===== config.mk =====
export PLATFORM = sky130hd
export DESIGN_NAME = ecc_half_acc
export DESIGN_NICKNAME = d
export VERILOG_FILES = /design/src/rtl/ecc_pkg.sv /design/src/rtl/ecc_half_acc.sv
export SDC_FILE = /design/constraint.sdc
export NUM_CORES = 1
export LEC_CHECK = 0
export ABC_AREA = 1
export BUFFER_PORTS_ARGS = -buffer_cell sky130_fd_sc_hd__buf_2
export CAP_MARGIN = 10
export CORE_ASPECT_RATIO = 1.25
export CORE_UTILIZATION = 50
export CTS_CLUSTER_SIZE = 20
export DETAILED_ROUTE_END_ITERATION = 8
export GPL_TIMING_DRIVEN = 0
export HOLD_SLACK_MARGIN = 0.08
export PLACE_DENSITY = 0.76
export SYNTH_ARGS = -nofsm -noshare
export SYNTH_HDL_FRONTEND = slang
export SYNTH_SLANG_ARGS = --single-unit

===== constraint.sdc =====
create_clock -name clk -period 1.8 [get_ports clk]
set_clock_uncertainty 0.05 [all_clocks]
set_input_delay 0.09 -clock clk [delete_from_list [all_inputs] [get_ports clk]]
set_output_delay 0.09 -clock clk [all_outputs]
set_load 0.01 [all_outputs]

===== src/rtl/ecc_pkg.sv =====
package ecc_pkg;
    localparam int HALF_AW    = 8;
    localparam int BYTE_W     = 8;
    localparam int BIT_AW     = $clog2(BYTE_W);
    localparam int LP_W       = 2 * HALF_AW;
    localparam int CP_W       = 2 * BIT_AW;
    localparam int PAR_W      = LP_W + CP_W;
    localparam int CODE_BYTES = (PAR_W + BYTE_W - 1) / BYTE_W;
    localparam int CODE_W     = CODE_BYTES * BYTE_W;
    localparam int HI_W       = 8;
    localparam int STAT_W     = HALF_AW + HI_W;
    localparam int WORD_W     = 32;

    typedef enum logic [1:0] {
        ST_IDLE,
        ST_DATA,
        ST_STORED,
        ST_DONE
    } ecc_state_t;
endpackage


===== src/rtl/ecc_half_acc.sv =====
module ecc_half_acc
    import ecc_pkg::*;
(
    input  logic               clk,
    input  logic               rst_n,
    input  logic               clr,
    input  logic               upd,
    input  logic [HALF_AW-1:0] addr,
    input  logic [BYTE_W-1:0]  data,
    output logic [CODE_W-1:0]  code
);
    logic [PAR_W-1:0] par_q;
    logic [PAR_W-1:0] flip;
    logic             bpar;

    // toggle mask for one byte: line pairs from the offset, column pairs from bit positions
    always_comb begin
        bpar = ^data;
        flip = '0;
        for (int i = 0; i < HALF_AW; i++) begin
            flip[2*i]   = bpar & ~addr[i];
            flip[2*i+1] = bpar &  addr[i];
        end
        for (int b = 0; b < BIT_AW; b++) begin
            for (int k = 0; k < BYTE_W; k++) begin
                if (((k >> b) & 1) != 0)
                    flip[LP_W+2*b+1] = flip[LP_W+2*b+1] ^ data[k];
                else
                    flip[LP_W+2*b]   = flip[LP_W+2*b] ^ data[k];
            end
        end
    end

    always_ff @(posedge clk or negedge rst_n) begin
        if (!rst_n)
            par_q <= '0;
        else if (clr)
            par_q <= '0;
        else if (upd)
            par_q <= par_q ^ flip;
    end

    assign code = {{(CODE_W-PAR_W){1'b1}}, par_q};
endmodule


==> impl_results.md <==
* Final Hold Vio Count at 0
* Tmin final at approximately 1.6 ns
* Cells on worst reg2reg path at 3
* RePlAce Congestion at a little over 0.8
* Area grow syn2layout at 19.6%
* Htree depth at 1
* Most common cell after layout, fill and taps aside: nand2_1
* FILL cells at ~330
* Syn avg cell area at roughly 7 µm²
* Vias in the first global route at about 1,300
* Share of the yosys chip area belonging to registers at 0.326
* First-pass GRT wire length at approximately 5.2 mm
* Dpl ws at 0.424 ns
* WP buf/inv at 4
* Hold Path Class: primary input to flip-flop
* Clk sink count at 22
* Top delay family on crit path: buffers and inverters
* Via density at approximately 4.7
* Clk_lat worst skew at 0.26 ns
* Crit-path cells: dlygate4sd3_1, buf_2, nor2_2, buf_2, nor2_1, nand3_1, nand2_1, inv_1, nor2_2
* Final setup fails at 0
* Final #Nets at 316
* Maximum clock rate at ~600 MHz
* CP startpoint kind: primary input
* Starting Density at 0.524
* Port bufs at just over 40
* Min-delay src: addr[7]
* TritonCTS clock tree: built
* Area share of the largest cell type after synthesis at 0.326
* Syn. warnings at 0
* Register area at 551 µm²
* Reg-to-reg startpoint: par_q[21]$_DFFE_PN0P_
* Wire length per cell at 9.87 µm
* Slowest stage delay, CP at about 0.53 ns
* R2R Setup Slk at 1.00 ns
* Area of the mapped netlist at about 1700 µm²
* Share of cells above drive strength 1 at 0.312
* Post-route DRC at 0
* Pwr dens at approximately 700 nW/µm²
* Top Registers: par_q: 22 flops
* Core area at 3220 µm²
* CTS clk-pin slew, worst paths at roughly 0.080 ns
* Max Cap Viol at 0
* Number of distinct library cells after synthesis at 21
* Die W at between 50 and 60 µm
* Top Ports at 44
* DRT Pass-1 Iters at 4
* # rows at 23
* Total gr overflow at 0
* WP data arrival at ~1.7 ns
* Die Y at 67.0 µm
* Initial antenna violation count at 0
* Dominant cells by area after synthesis: dfrtp_1 (33%), nand2_1 (13%), inv_1 (11%)
* Largest net degree at the start of global routing at 23
* Hold Crit Depth at 5
* Outcome: completed
* Placed cells at 326
* Final WL at roughly 3.3 mm
* RSZ-0062 raised after global routing: false
* Non-Filler Instances at 332
* Final Cycle Share at 0.906
* Max reg flops at 22
* Post-route cell area at 2020 µm²
* All-Layer GR Usage at 0.196
* Critical path required time at about 1.9 ns
* Worst Hold End: par_q[14]$_DFFE_PN0P_
* Longest Clk Path Bufs at 2
* Leading area contributor after synthesis: dfrtp_1
* Most flops, register: par_q
* Die area at between 3000 and 4000 µm²
* Routed via count at about 1,600
* CTS Buf Count at 3
* VDD IR max at about 0.37 mV
* Dpl hpwl at roughly 2.5 mm
* Post-route ant nets at 0
* Total negative slack at 0 ns
* Cells after synthesis at around 250
* Setup crit end kind: flip-flop
* Fin util at 0.626
* Initial DRC count at 48
* Most frequent cells in the layout: nand2_1 (59), inv_1 (50), buf_2 (44)
* Post-DP Area at 1940 µm²
* Slowest cell on crit path: dlygate4sd3_1
* Crit-path max FO at 10
* Pins over their slew limit at 0
* Final Power at about 1.5 mW
* Final worst slack at approximately 0.17 ns
* Worst setup path class: primary input to flip-flop
* Inserted Diodes at 0
* Final Hold Slack at 0.131 ns
* Flops & latches, synth at 22
* Reg2Reg Capture Point: par_q[21]$_DFFE_PN0P_
* P_leak at between 1 and 1.5 nW
* Post-CTS sizing at 0
* Multi-input gate area at 861 µm²
* Root Driver: clkbuf_8
## cell families (layout without fill, tap and decap cells)
kind of cell,after synthesis,after routing,synth area share
flip-flops,22,22,0.326
AND/OR/NAND/NOR,144,144,0.439
AO/OA/AOI/OAI,12,12,0.0356
XOR/XNOR,6,6,0.0311
other,1,2,0.00222
buffers and inverters,62,109,0.166
## where the power goes
part           internal [mW]  switching (mW)
clock network          0.195           0.158
registers              0.548          0.0429
logic                  0.206           0.306
## cells in the mapped netlist, drive strengths merged
cell	n
nand2	73
xnor2	4
inv	54
conb	1
nand3	35
buf	8
o21ai	4
dfrtp	22
xor2	2
nor2	36
a21oi	8
## layout make-up
type                    count  area share
multi-input cells         164       0.427
plain buffers               8      0.0360
flip-flops and latches     22       0.273
inverters                  54       0.103
well taps                  37      0.0229
repair buffers             43       0.112
clock buffers               4      0.0273
## metal layers
layer	routed length, µm	track usage	vias up
li1	-	-	822
met1	1500	0.240	689
met2	1610	0.333	34
met3	116	0.0342	5
met4	44	0.0658	0
met5	0	0	-
## what timing repair did
item / 4_1_cts / 5_1_grt
hold buffers: 2 / 0
buffers inserted: 0 / 0
endpoints found under the hold margin: 24 / 0
## how the worst max path moves through the flow
stage	startpoint	endpoint	slack [ns]	depth (start not counted)
after detailed placement	clr	par_q[13]$_DFFE_PN0P_	0.42	8
after CTS	clr	par_q[13]$_DFFE_PN0P_	0.16	9
after global routing	clr	par_q[13]$_DFFE_PN0P_	0.09	9
final	clr	par_q[13]$_DFFE_PN0P_	0.17	9
after floorplan	data[0]	par_q[10]$_DFFE_PN0P_	0.75	12
after global placement	clr	par_q[11]$_DFFE_PN0P_	0.45	8
## worst register-to-register path, cell delays in order (launching register included)
cell     delay [ns]
dfrtp_1        0.39
inv_1          0.07
o21ai_0        0.08
a21oi_1        0.14
Note: power is estimated with default switching activity, not from simulation.
